==> config.mk <==
export PLATFORM = sky130hd
export DESIGN_NAME = clkcfg_serial_slave
export DESIGN_NICKNAME = d
export VERILOG_FILES = /design/src/rtl/clkcfg_pkg.sv /design/src/rtl/clkcfg_bus_sync.sv /design/src/rtl/clkcfg_regbank.sv /design/src/rtl/clkcfg_serial_fsm.sv /design/src/rtl/clkcfg_serial_slave.sv
export SDC_FILE = /design/constraint.sdc
export NUM_CORES = 1
export LEC_CHECK = 0
export ABC_AREA = 1
export CAP_MARGIN = 30
export CORE_ASPECT_RATIO = 1.4
export CORE_MARGIN = 3
export CORE_UTILIZATION = 58
export DETAILED_ROUTE_END_ITERATION = 6
export DONT_BUFFER_PORTS = 1
export GPL_TIMING_DRIVEN = 1
export HOLD_SLACK_MARGIN = 0.15
export PLACE_DENSITY_LB_ADDON = 0.25
export SYNTH_ARGS = -nofsm -noshare
export SYNTH_HDL_FRONTEND = slang
export SYNTH_SLANG_ARGS = --single-unit
==> constraint.sdc <==
create_clock -name clk -period 2.4 [get_ports clk]
set_input_delay 0.48 -clock clk [delete_from_list [all_inputs] [get_ports clk]]
set_output_delay 0.48 -clock clk [all_outputs]
set_load 0.05 [all_outputs]
==> src/rtl/clkcfg_pkg.sv <==
// Shared types for the clock configuration serial slave.
// Assumes nothing beyond IEEE 1800-2017 enums.
package clkcfg_pkg;

    // Bit-level phase of the serial engine.
    typedef enum logic [2:0] {
        ST_IDLE,       // waiting for START
        ST_RX,         // shifting in a byte from the master
        ST_ACK_SETUP,  // byte received, wait for SCL low to drive ACK
        ST_ACK_HOLD,   // ACK bit on the wire, wait for SCL low to release
        ST_TX,         // shifting a byte out to the master
        ST_ACK_IN,     // sampling the master's ACK after a sent byte
        ST_IGNORE      // not addressed or refused, wait for START/STOP
    } ser_state_t;

    // Meaning of the byte currently being received.
    typedef enum logic [1:0] {
        K_ADDR,
        K_CMD,
        K_COUNT,
        K_DATA
    } byte_kind_t;

endpackage

==> src/rtl/clkcfg_bus_sync.sv <==
// Brings SCL and SDA into the system clock domain through two flops each,
// then detects SCL edges and START/STOP conditions.
// Assumes the bus is much slower than clk (several clk cycles per SCL phase).
module clkcfg_bus_sync #(
    parameter int SYNC_STAGES = 2
) (
    input  logic clk,
    input  logic rst_n,
    input  logic scl_i,
    input  logic sda_i,
    output logic scl_s,
    output logic sda_s,
    output logic scl_rise,
    output logic scl_fall,
    output logic start_evt,
    output logic stop_evt
);
    logic [SYNC_STAGES-1:0] scl_pipe;
    logic [SYNC_STAGES-1:0] sda_pipe;
    logic                   scl_d;
    logic                   sda_d;

    // Synchronizer chains, idle-high at reset.
    always_ff @(posedge clk) begin
        if (!rst_n) begin
            scl_pipe <= '1;
            sda_pipe <= '1;
        end else begin
            scl_pipe <= {scl_pipe[SYNC_STAGES-2:0], scl_i};
            sda_pipe <= {sda_pipe[SYNC_STAGES-2:0], sda_i};
        end
    end

    assign scl_s = scl_pipe[SYNC_STAGES-1];
    assign sda_s = sda_pipe[SYNC_STAGES-1];

    // Previous synchronized values for edge detection.
    always_ff @(posedge clk) begin
        if (!rst_n) begin
            scl_d <= 1'b1;
            sda_d <= 1'b1;
        end else begin
            scl_d <= scl_s;
            sda_d <= sda_s;
        end
    end

    // Edge and bus-condition decode.
    always_comb begin
        scl_rise  = scl_s & ~scl_d;
        scl_fall  = ~scl_s & scl_d;
        start_evt = scl_s & scl_d & sda_d & ~sda_s;
        stop_evt  = scl_s & scl_d & ~sda_d & sda_s;
    end

endmodule

==> src/rtl/clkcfg_regbank.sv <==
// Bank of NUM_REGS 8-bit configuration registers with one write port and
// one read port. Reads outside the bank return all-ones.
// Assumes the writer only issues in-range indices.
module clkcfg_regbank #(
    parameter int                    NUM_REGS    = 8,
    parameter int                    PW          = 4,
    parameter logic [NUM_REGS*8-1:0] RESET_VALUE = '1
) (
    input  logic                  clk,
    input  logic                  rst_n,
    input  logic                  wr_en,
    input  logic [PW-1:0]         wr_idx,
    input  logic [7:0]            wr_data,
    input  logic [PW-1:0]         rd_idx,
    output logic [7:0]            rd_data,
    output logic [NUM_REGS*8-1:0] cfg_o
);
    logic [7:0] regs [NUM_REGS];

    for (genvar i = 0; i < NUM_REGS; i++) begin : g_reg
        // One register: default at reset, load on a matching write.
        always_ff @(posedge clk) begin
            if (!rst_n)
                regs[i] <= RESET_VALUE[i*8 +: 8];
            else if (wr_en && wr_idx == PW'(i))
                regs[i] <= wr_data;
        end
        assign cfg_o[i*8 +: 8] = regs[i];
    end

    // Read mux, all-ones outside the bank.
    always_comb begin
        rd_data = 8'hFF;
        for (int i = 0; i < NUM_REGS; i++)
            if (rd_idx == PW'(i)) rd_data = regs[i];
    end


    wr_in_range_chk: assert property (@(posedge clk) disable iff (!rst_n)
        wr_en |-> (wr_idx < PW'(NUM_REGS)));


    no_stray_write_chk: assert property (@(posedge clk) disable iff (!rst_n)
        !wr_en |=> $stable(cfg_o));

endmodule

==> src/rtl/clkcfg_serial_fsm.sv <==
// Serial protocol engine: address match, command decode, byte and block
// writes and reads, ACK generation and open-drain data drive.
// Assumes synchronized bus signals and edge strobes from clkcfg_bus_sync.
module clkcfg_serial_fsm
    import clkcfg_pkg::*;
#(
    parameter int         NUM_REGS = 8,
    parameter int         PW       = 4,
    parameter logic [6:0] DEV_ADDR = 7'h69
) (
    input  logic          clk,
    input  logic          rst_n,
    input  logic          sda_s,
    input  logic          scl_rise,
    input  logic          scl_fall,
    input  logic          start_evt,
    input  logic          stop_evt,
    input  logic [7:0]    rd_data,
    output logic [PW-1:0] rd_idx,
    output logic          wr_en,
    output logic [PW-1:0] wr_idx,
    output logic [7:0]    wr_data,
    output logic          sda_oe
);
    ser_state_t state;
    byte_kind_t kind;
    logic [2:0]    bitcnt;
    logic [7:0]    shreg;
    logic [7:0]    txreg;
    logic          ack_flag;
    logic          next_tx;
    logic          byte_mode;
    logic          byte_done;
    logic          tx_is_count;
    logic          master_ack;
    logic [PW-1:0] ptr;
    logic [7:0]    wcount;

    logic [7:0]    rx_byte;
    logic          rx_done;
    logic          accept;
    logic [PW-1:0] ptr_inc;
    logic [7:0]    remain;
    logic [7:0]    next_tx_byte;

    // Byte assembly, pointer step and remaining-register count.
    always_comb begin
        rx_byte = {shreg[6:0], sda_s};
        rx_done = (state == ST_RX) && scl_rise && (bitcnt == 3'd7);
        ptr_inc = (ptr < PW'(NUM_REGS)) ? ptr + 1'b1 : ptr;
        remain  = 8'(NUM_REGS) - 8'(ptr);
    end

    // Acknowledge decision for the byte just completed.
    always_comb begin
        case (kind)
            K_ADDR:  accept = (rx_byte[7:1] == DEV_ADDR);
            K_CMD:   accept = ({1'b0, rx_byte[6:0]} < 8'(NUM_REGS));
            K_COUNT: accept = 1'b1;
            default: accept = (ptr < PW'(NUM_REGS)) &&
                              (byte_mode ? !byte_done : (wcount != 8'd0));
        endcase
    end

    // Register write strobe for accepted data bytes.
    always_comb begin
        wr_en   = rx_done && (kind == K_DATA) && accept;
        wr_idx  = ptr;
        wr_data = rx_byte;
    end

    // Read index: next register when continuing a block read.
    always_comb begin
        rd_idx = (state == ST_ACK_IN && !tx_is_count && !byte_mode) ? ptr_inc : ptr;
    end

    // Byte to send after a master ACK on a read.
    always_comb begin
        if (byte_mode) next_tx_byte = 8'hFF;
        else           next_tx_byte = rd_data;
    end

    // Main protocol sequencer.
    always_ff @(posedge clk) begin
        if (!rst_n) begin
            state       <= ST_IDLE;
            kind        <= K_ADDR;
            bitcnt      <= '0;
            shreg       <= '0;
            txreg       <= '0;
            ack_flag    <= 1'b0;
            next_tx     <= 1'b0;
            byte_mode   <= 1'b0;
            byte_done   <= 1'b0;
            tx_is_count <= 1'b0;
            master_ack  <= 1'b0;
            ptr         <= '0;
            wcount      <= '0;
            sda_oe      <= 1'b0;
        end else if (stop_evt) begin
            state  <= ST_IDLE;
            sda_oe <= 1'b0;
        end else if (start_evt) begin
            state  <= ST_RX;
            kind   <= K_ADDR;
            bitcnt <= '0;
            sda_oe <= 1'b0;
        end else begin
            case (state)
                ST_RX: begin
                    if (scl_rise) begin
                        shreg  <= rx_byte;
                        bitcnt <= bitcnt + 3'd1;
                        if (bitcnt == 3'd7) begin
                            state    <= ST_ACK_SETUP;
                            ack_flag <= accept;
                            next_tx  <= 1'b0;
                            case (kind)
                                K_ADDR: begin
                                    next_tx <= rx_byte[0];
                                    if (!rx_byte[0]) kind <= K_CMD;
                                end
                                K_CMD: if (accept) begin
                                    byte_mode <= rx_byte[7];
                                    ptr       <= PW'(rx_byte[6:0]);
                                    byte_done <= 1'b0;
                                    kind      <= rx_byte[7] ? K_DATA : K_COUNT;
                                end
                                K_COUNT: begin
                                    wcount <= rx_byte;
                                    kind   <= K_DATA;
                                end
                                default: if (accept) begin
                                    ptr       <= ptr_inc;
                                    byte_done <= 1'b1;
                                    if (!byte_mode) wcount <= wcount - 8'd1;
                                end
                            endcase
                        end
                    end
                end
                ST_ACK_SETUP: begin
                    if (scl_fall) begin
                        sda_oe <= ack_flag;
                        state  <= ST_ACK_HOLD;
                    end
                end
                ST_ACK_HOLD: begin
                    if (scl_fall) begin
                        bitcnt <= '0;
                        if (!ack_flag) begin
                            sda_oe <= 1'b0;
                            state  <= ST_IGNORE;
                        end else if (next_tx) begin
                            if (byte_mode) begin
                                txreg       <= rd_data;
                                sda_oe      <= ~rd_data[7];
                                byte_done   <= 1'b1;
                                tx_is_count <= 1'b0;
                            end else begin
                                txreg       <= remain;
                                sda_oe      <= ~remain[7];
                                tx_is_count <= 1'b1;
                            end
                            state <= ST_TX;
                        end else begin
                            sda_oe <= 1'b0;
                            state  <= ST_RX;
                        end
                    end
                end
                ST_TX: begin
                    if (scl_fall) begin
                        if (bitcnt == 3'd7) begin
                            sda_oe <= 1'b0;
                            state  <= ST_ACK_IN;
                        end else begin
                            txreg  <= {txreg[6:0], 1'b0};
                            sda_oe <= ~txreg[6];
                            bitcnt <= bitcnt + 3'd1;
                        end
                    end
                end
                ST_ACK_IN: begin
                    if (scl_rise) begin
                        master_ack <= ~sda_s;
                    end else if (scl_fall) begin
                        bitcnt <= '0;
                        if (master_ack) begin
                            if (!byte_mode && !tx_is_count) ptr <= ptr_inc;
                            tx_is_count <= 1'b0;
                            txreg       <= next_tx_byte;
                            sda_oe      <= ~next_tx_byte[7];
                            state       <= ST_TX;
                        end else begin
                            state <= ST_IGNORE;
                        end
                    end
                end
                default: ;
            endcase
        end
    end


    sda_drive_phase_chk: assert property (@(posedge clk) disable iff (!rst_n)
        sda_oe |-> (state == ST_ACK_HOLD || state == ST_TX));


    ignore_released_chk: assert property (@(posedge clk) disable iff (!rst_n)
        (state == ST_IGNORE) |-> !sda_oe);


    stop_to_idle_chk: assert property (@(posedge clk) disable iff (!rst_n)
        stop_evt |=> (state == ST_IDLE && !sda_oe));


    ptr_in_bank_chk: assert property (@(posedge clk) disable iff (!rst_n)
        (state == ST_ACK_HOLD && kind == K_COUNT && ack_flag) |-> (ptr < PW'(NUM_REGS)));

endmodule

==> src/rtl/clkcfg_serial_slave.sv <==
// Top of the clock generator serial configuration slave: synchronizer,
// protocol engine and register bank, plus the shared-pin mode bit.
// Assumes an external pull-up on SDATA; sda_pull_o = 1 pulls it low.
module clkcfg_serial_slave #(
    parameter int                    NUM_REGS    = 8,
    parameter logic [6:0]            DEV_ADDR    = 7'h69,
    parameter int                    PD_REG      = 6,
    parameter int                    PD_BIT      = 7,
    parameter logic [NUM_REGS*8-1:0] RESET_VALUE = 64'hFF7F_FFFF_FFFF_FFFF
) (
    input  logic                  clk,
    input  logic                  rst_n,
    input  logic                  scl_i,
    input  logic                  sda_i,
    output logic                  sda_pull_o,
    output logic [NUM_REGS*8-1:0] cfg_bytes_o,
    output logic                  pin_pd_mode_o
);
    localparam int PW = $clog2(NUM_REGS + 1);

    logic          scl_s, sda_s, scl_rise, scl_fall, start_evt, stop_evt;
    logic          wr_en;
    logic [PW-1:0] wr_idx, rd_idx;
    logic [7:0]    wr_data, rd_data;

    clkcfg_bus_sync #(.SYNC_STAGES(2)) u_sync (
        .clk       (clk),
        .rst_n     (rst_n),
        .scl_i     (scl_i),
        .sda_i     (sda_i),
        .scl_s     (scl_s),
        .sda_s     (sda_s),
        .scl_rise  (scl_rise),
        .scl_fall  (scl_fall),
        .start_evt (start_evt),
        .stop_evt  (stop_evt)
    );

    clkcfg_serial_fsm #(
        .NUM_REGS (NUM_REGS),
        .PW       (PW),
        .DEV_ADDR (DEV_ADDR)
    ) u_fsm (
        .clk       (clk),
        .rst_n     (rst_n),
        .sda_s     (sda_s),
        .scl_rise  (scl_rise),
        .scl_fall  (scl_fall),
        .start_evt (start_evt),
        .stop_evt  (stop_evt),
        .rd_data   (rd_data),
        .rd_idx    (rd_idx),
        .wr_en     (wr_en),
        .wr_idx    (wr_idx),
        .wr_data   (wr_data),
        .sda_oe    (sda_pull_o)
    );

    clkcfg_regbank #(
        .NUM_REGS    (NUM_REGS),
        .PW          (PW),
        .RESET_VALUE (RESET_VALUE)
    ) u_regs (
        .clk     (clk),
        .rst_n   (rst_n),
        .wr_en   (wr_en),
        .wr_idx  (wr_idx),
        .wr_data (wr_data),
        .rd_idx  (rd_idx),
        .rd_data (rd_data),
        .cfg_o   (cfg_bytes_o)
    );

    // Shared-pin mode taken from the selected register bit.
    assign pin_pd_mode_o = cfg_bytes_o[PD_REG*8 + PD_BIT];


    mode_after_reset_chk: assert property (@(posedge clk)
        !rst_n |=> !pin_pd_mode_o);

endmodule

# Yosys cells after proc, flatten, opt, wreduce, memory -nomap -nowiden
# Memories as Yosys holds them, arrays and structs flattened.
# Index checks and enable logic that the tools add are counted.
dict set report totals {
  ff_bits 47
  latch_bits 0
  mem_bits_rw 64
  mem_bits_ro 0
  in_bits 4
  out_inout_bits 66
  wordCells 286
  mem_count 1
}
dict set report op_classes {
  n_addsub 4
  mul 0
  n_div 0
  order_cmp 2
  eq_ne 52
  shifts 0
  mux 127
  n_bitwise 27
  reduce_logical 54
}
# memory depth word_bits rd rd_ports_with_merged_regs write_ports line_no
set mem_list {}
lappend mem_list {u_regs.regs 8 8 8 0 8 clkcfg_regbank.sv:18} ;# logic [7:0] regs [NUM_REGS];
# cell n
set op_table {}
lappend op_table {{two-way mux 8 bit} 19}
lappend op_table {{two-way mux 7 bit} 9}
lappend op_table {{two-way mux 1 bit} 54}
lappend op_table {{two-way mux 3 bit} 16}
lappend op_table {{two-way mux 4 bit} 10}
lappend op_table {{AND reduction 11 bit} 3}
lappend op_table {{== test 4 x 3 -> 1 bit, second input constant} 8}
lappend op_table {{AND reduction 9 bit} 3}
lappend op_table {{!= test 3 bit, second input constant} 8}
lappend op_table {{case mux 7 bit (3 select lines)} 1}
lappend op_table {{AND reduction 7 bit} 3}
lappend op_table {{!= test 2 bit, second input constant} 10}
lappend op_table {{== test 4 x 2 -> 1 bit, second input constant} 4}
lappend op_table {{logical AND 1 bit} 16}
lappend op_table {{case mux 4 bit (2 select lines)} 2}
lappend op_table {{case mux 8 bit (2 select lines)} 1}
lappend op_table {{case mux 3 bit (5 select lines)} 1}
lappend op_table {{two-way mux 2 bit} 7}
lappend op_table {{!= test 2 x 1 -> 1 bit, second input constant} 7}
lappend op_table {{nonzero test 2 bit} 7}
lappend op_table {{NOT 1 bit} 12}
lappend op_table {{case mux 3 bit (4 select lines)} 1}
lappend op_table {{nonzero test 5 bit} 2}
lappend op_table {{== test 3 bit, second input constant} 3}
lappend op_table {{other kinds (32)} 59}

# Depth between registers and ports, before layout
# Gate-level depths: netlist of the first run.
dict set report logic_depth {
  ltp_word 19
  mapped_depth 20
}

# Cells and area by module
# Synthesis of the first run repeated with hierarchy kept, for this count alone.
dict set report hier_totals {
  cells_unflattened 806
  hier_area_um2 6152.2
}
# mod instances cells_each area_each_um2 seq_area_each_um2
set modules_own_cells {}
lappend modules_own_cells {clkcfg_regbank 1 320 3106.7 1921.8}
lappend modules_own_cells {clkcfg_serial_fsm 1 458 2839.0 820.8}
lappend modules_own_cells {clkcfg_bus_sync 1 27 198.9 120.1}
lappend modules_own_cells {clkcfg_serial_slave 1 1 7.5 0.0}

# Worst setup path before layout of the first run
# OpenSTA, ideal clock, no wires.
dict set report synth_timing {
  kind {register -> register}
  from {register u_fsm.ptr[0], in the netlist u_fsm.wr_idx[0]}
  to {register u_fsm.txreg[1]}
  setup_ns 0.109
  arrival_ns 2.121
  setup_slack_ns 0.170
  path_stages_with_launch 16
  period_less_slack_ns 2.230
  cell_sequence {dfxtp_1 inv_1 ha_1 nand3_1 nand3_1 nand3_1 nand2_1 nor2_2 nand2_1 or2_2 nand3_1 nand3_1 nand2_1 nand3_1 nand2_1 inv_1}
}
dict set report synth_between {
  elab_chain_len 17
  elab_cells_between_ends 30
  cone_classes {2 x add/sub; 1 x order compare; 7 x eq/ne; 19 x mux; 1 x reduce/logical}
}
# element line_no
set synth_lines {}
lappend synth_lines {{from (decl)} clkcfg_serial_fsm.sv:36} ;# logic [PW-1:0] ptr;
lappend synth_lines {{from (signal assigned)} clkcfg_serial_fsm.sv:125} ;# ptr <= PW'(rx_byte[6:0]);
lappend synth_lines {{from (signal assigned)} clkcfg_serial_fsm.sv:134} ;# ptr <= ptr_inc;
lappend synth_lines {{from (signal assigned)} clkcfg_serial_fsm.sv:190} ;# if (!byte_mode && !tx_is_count) ptr <= ptr_inc;
lappend synth_lines {{adder 4 x 1 -> 4 bit / < comparator 4 bit (equally long branches)} clkcfg_serial_fsm.sv:50} ;# ptr_inc = (ptr < PW'(NUM_REGS)) ? ptr + 1'b1 : ptr;
lappend synth_lines {{two-way mux 4 bit} clkcfg_serial_fsm.sv:50}
lappend synth_lines {{two-way mux 4 bit} clkcfg_serial_fsm.sv:74} ;# rd_idx = (state == ST_ACK_IN && !tx_is_count && !byte_mode) ? ptr_inc : ptr;
lappend synth_lines {{logical NOT 4 bit} clkcfg_regbank.sv:35} ;# if (rd_idx == PW'(i)) rd_data = regs[i];
lappend synth_lines {{two-way mux 8 bit (8 in a row)} clkcfg_regbank.sv:35}
lappend synth_lines {{two-way mux 8 bit / two-way mux 7 bit (equally long branches)} {clkcfg_serial_fsm.sv:79, clkcfg_serial_fsm.sv:155}}
lappend synth_lines {{two-way mux 7 bit, on equally long branches} {clkcfg_serial_fsm.sv:189, clkcfg_serial_fsm.sv:154}}
lappend synth_lines {{two-way mux 7 bit, on equally long branches} {clkcfg_serial_fsm.sv:187, clkcfg_serial_fsm.sv:151}}
lappend synth_lines {{two-way mux 7 bit, on equally long branches} {clkcfg_serial_fsm.sv:185, clkcfg_serial_fsm.sv:149}}
lappend synth_lines {{case mux 7 bit (3 select lines) *} clkcfg_serial_fsm.sv:109} ;# case (state)
lappend synth_lines {{to (signal assigned)} clkcfg_serial_fsm.sv:156} ;# txreg <= rd_data;
lappend synth_lines {{to (signal assigned)} clkcfg_serial_fsm.sv:178} ;# txreg <= {txreg[6:0], 1'b0};
lappend synth_lines {{to (signal assigned)} clkcfg_serial_fsm.sv:192} ;# txreg <= next_tx_byte;
lappend synth_lines {{to (decl)} clkcfg_serial_fsm.sv:29} ;# logic [7:0] txreg;
# Every way passes the cells marked *; elsewhere a longest branch is shown, timed or not. The select of a mux whose other input is x is not followed.
# A chain may end at the register's enable or synchronous reset.

# Final worst setup path of the first run
dict set report layout_timing {
  from {register u_fsm.ptr[1], in the netlist u_fsm.wr_idx[1]}
  to {register u_fsm.txreg[3]}
}
# Same word-level chain as after synthesis.

==> qor.txt, run 1 <==
Register area share after synthesis -> 47.89%
Peak VDD IR -> 0.5498 mV
Cell family contributing the most delay on the critical path -> simple AND/OR/NAND/NOR gates
Dpl hpwl -> 12,730 um
Layout Cells excl Fill -> 998
Most common cell on crit path -> nand3_1
Synthesized flop and latch total -> 111
Vias in the first global route -> 5,528
Reg2reg end -> u_fsm.txreg[3]
DR DRC count -> 7
Final Cell Area -> 0.007569 mm^2
Min Tclk post-route -> 2422 ps
Syn Area/Cell -> 7.845 um^2
Die area -> 0.01158 mm^2
Final WL -> 18,660 um
Routed length per instance -> 18.69 um
Core Area -> 0.01001 mm^2
Clock Path Buffers -> 2
FMAX -> 413.0 MHz
Final setup violation count -> 7
Max_slew headroom -> 62.21%
Min-Delay Endpoint -> u_sync.scl_d
ANT nets after route -> 0
Final Hold Fails -> 0
Max Cap Viol -> 0
CP max FO -> 4
Buffers added on ports -> 0
Total congestion overflow -> 0
Final core utilization -> 75.63%
Fin crit share -> 100.9%
Startpoint type of the worst setup path -> flop
CTS Root Buffer Type -> clkbuf_16
Die height -> 126.1 um
Area of the multi-input gates -> 0.002968 mm^2
EDFF count, synth -> 64
Violated checks -> design-rule violations, negative setup slack
Inst Count DP -> 969
Slew Limit Fails -> 0
Prevailing post-synth register cell -> edfxtp_1
Least-Margin Pin Slew -> 566.3 ps
Post-synthesis cell type count -> 48
Setup TNS -> -58.92 ps
Top-level I/O count -> 70
Initial Util -> 59.74%
Critical path capture point type -> flop
First-pass DRT Iterations -> 7
Unrepaired setup endpoints after global routing -> true
FF-to-FF path depth -> 18
Critical path type -> reg -> reg
# fillers -> 698
Routability cong. -> 1.048
Post-Synthesis Cells -> 762
Initial antenna violation count -> 0
Final net count -> 876
Largest stage delay, worst path -> 360 ps
Yosys Warn Count -> 0
Pwr dens -> 720.5 mW/mm^2
P_leak -> 0.002868 uW
Critical path, cell by cell -> inv_1 > ha_4 > nand3_2 > nand3_1 > nand3_1 > nand2_2 > a21oi_4 > buf_4 > buf_12 > nand3b_1 > nand3_1 > o21ai_1 > nand3_1 > nand3_1 > nand2_1 > nand3_1 > nand2_1 > inv_1
CTS buffer count -> 9
Buffers & Inverters on Critical Path -> 4
Synth Net Count -> 779
Die width -> 91.81 um
Area Growth Syn to Fin -> 26.60%
Status -> complete, but fails checks
Clk_skew -> 10.97 ps
Setup slack, reg-to-reg -> -20 ps
Post-Syn Area -> 0.005978 mm^2
CTS sink cnt -> 111
Tot Pwr -> 5453 uW
CP arrival -> 2670 ps
Register area -> 0.002872 mm^2
CTS tree -> built
Drt initial violations -> 703
Hold path start -> rst_n
Critical path's slowest cell -> dfxtp_2
CTS HTree Levels -> 3
Worst flop-to-flop path startpoint -> u_fsm.wr_idx[1]
Largest net degree at the start of global routing -> 33
DR vias/cell -> 5.886
FFs w/ async S/R, synth -> 0%
Vias -> 5,874
Share of layout cells above drive strength 1 -> 25.26%
First-pass GRT wire length -> 27,210 um
Crit path required time -> 2650 ps
Worst hold path cell count -> 1
Area of placed instances -> 0.006830 mm^2
Reg clk slew, reported paths -> 70 ps
Worst Hold Class -> in -> reg
Clock latency at the later pin of the worst-skew pair -> 360 ps
Placement Rows -> 43
ANT cells -> 0
GRT Resource Usage Total -> 29.93%
Final worst slack -> -21.56 ps
-- power breakdown --
| part | internal (uW) | total, uW | switching [uW] | leakage (uW) |
|---|---|---|---|---|
| Combinational | 699 | 1820 | 1130 | 0.00191 |
| Clock | 720 | 1440 | 721 | 0.000135 |
| Sequential | 2110 | 2190 | 79.3 | 0.000820 |
-- state kept, by name (all words and copies together) (netlist names), 2 cells and up --
register and flops:
u_fsm.wcount 8, u_regs.regs 64, u_sync.scl_pipe 2, u_fsm.bitcnt 3, u_fsm.state 3, u_fsm.kind 2
u_fsm.wr_idx 4, u_sync.sda_pipe 2, u_fsm.shreg 7, u_fsm.txreg 7
-- timing repair --
action	in CTS	in global routing
gates resized for setup	15	84
endpoints found under the setup margin	64	136
pin swaps	2	26
hold buffers	0	0
gates cloned	0	2
buffers inserted	1	11
-- synthesized netlist by cell type (11+ instances only) --
cell      count  share of area (%)
nor2_1       68                4.3
nor3_1       16                1.3
o21ai_0      47                3.9
nand4_1      13                1.4
ha_1         13                2.7
edfxtp_1     64                 32
nor2_2       12                1.3
a21oi_1      46                3.9
dfxtp_1      47                 16
nand3_1      45                3.8
nand3b_1     11                1.4
inv_1        83                5.2
nand2_1     199                 12
-- cell usage in the layout (no fill, tap or decap), types with 8 or more instances in the layout --
cell       instances
nand3_2           10
nand3_1           36
inv_1             78
clkbuf_16          9
buf_4             89
nand2_1          181
dfxtp_1           42
or2_1              9
or2_2              8
o21ai_1            9
a21oi_1           44
nand2_2           13
nor2_1            63
edfxtp_1          64
ha_1              10
nand4_1           13
nand3b_1          11
inv_2              9
nor2_2             9
nor3_1            10
nor2_4             9
o21ai_0           41
buf_12             8
-- metrics by stage --
| stage | setup slack [ps] | hold slack [ps] |
|---|---|---|
| finish | -21.56 | 209.8 |
| global route | -188.7 | 216.4 |
| CTS | -96.42 | 202.8 |
| detailed placement | -132.9 | 403.4 |
| global placement | -19.03 | 402.1 |
| floorplan | 170.2 | 392.5 |
-- logic make-up (layout without fill, tap and decap cells) --
logic type | after synthesis | after routing | share of synthesized area, %
XOR/XNOR | 2 | 2 | 0.2931
AO/OA/AOI/OAI | 122 | 122 | 11.41
flip-flops | 111 | 111 | 47.89
AND/OR/NAND/NOR | 398 | 398 | 30.16
buffers and inverters | 116 | 217 | 7.535
adder cells (fa/ha/maj) | 13 | 13 | 2.721
-- worst max path at each step --
stage                    start                 end  slack, ps  cells after the start
2_1_floorplan  u_fsm.wr_idx[0]      u_fsm.txreg[1]        170                     15
3_3_place_gp     u_fsm.kind[0]  u_regs.regs[0][20]        -20                     12
3_5_place_dp     u_fsm.kind[0]  u_regs.regs[0][19]       -130                     12
4_1_cts          u_fsm.kind[0]  u_regs.regs[1][22]       -100                     12
5_1_grt        u_fsm.wr_idx[0]      u_fsm.txreg[3]       -190                     19
6_report       u_fsm.wr_idx[1]      u_fsm.txreg[3]        -20                     18
-- metal layers --
metal	routed length [um]	vias to the layer above	track usage, %	part of all wire [%]
met4	1173	0	15.92	6.3
li1	-	2716	-	-
met5	0	-	0	0
met2	9539	368	53.81	51
met1	6386	2696	32.72	34
met3	1556	94	6.153	8.3
-- layout make-up --
| cell class | count | share of cell area, % |
|---|---|---|
| sequential | 111 | 37.94 |
| timing repair inverter | 2 | 0.1984 |
| clock inverter | 6 | 0.7109 |
| inverter | 98 | 5.042 |
| clock buffer | 9 | 2.976 |
| multi-input combinational | 535 | 39.21 |
| tap | 135 | 2.232 |
| timing repair buffer | 102 | 11.69 |
No activity file was read; power rests on OpenSTA's default activity.
==> inputs of run 2 (changes only) <==
--- a/config.mk
+++ b/config.mk
@@ -6,7 +6,7 @@
 export NUM_CORES = 1
 export LEC_CHECK = 0
 export ABC_AREA = 1
-export CAP_MARGIN = 30
+export CAP_MARGIN = 10
 export CORE_ASPECT_RATIO = 1.4
 export CORE_MARGIN = 3
 export CORE_UTILIZATION = 58
==> results of run 2 <==
Final layout, timing and power as in run 1 (identical DEF).
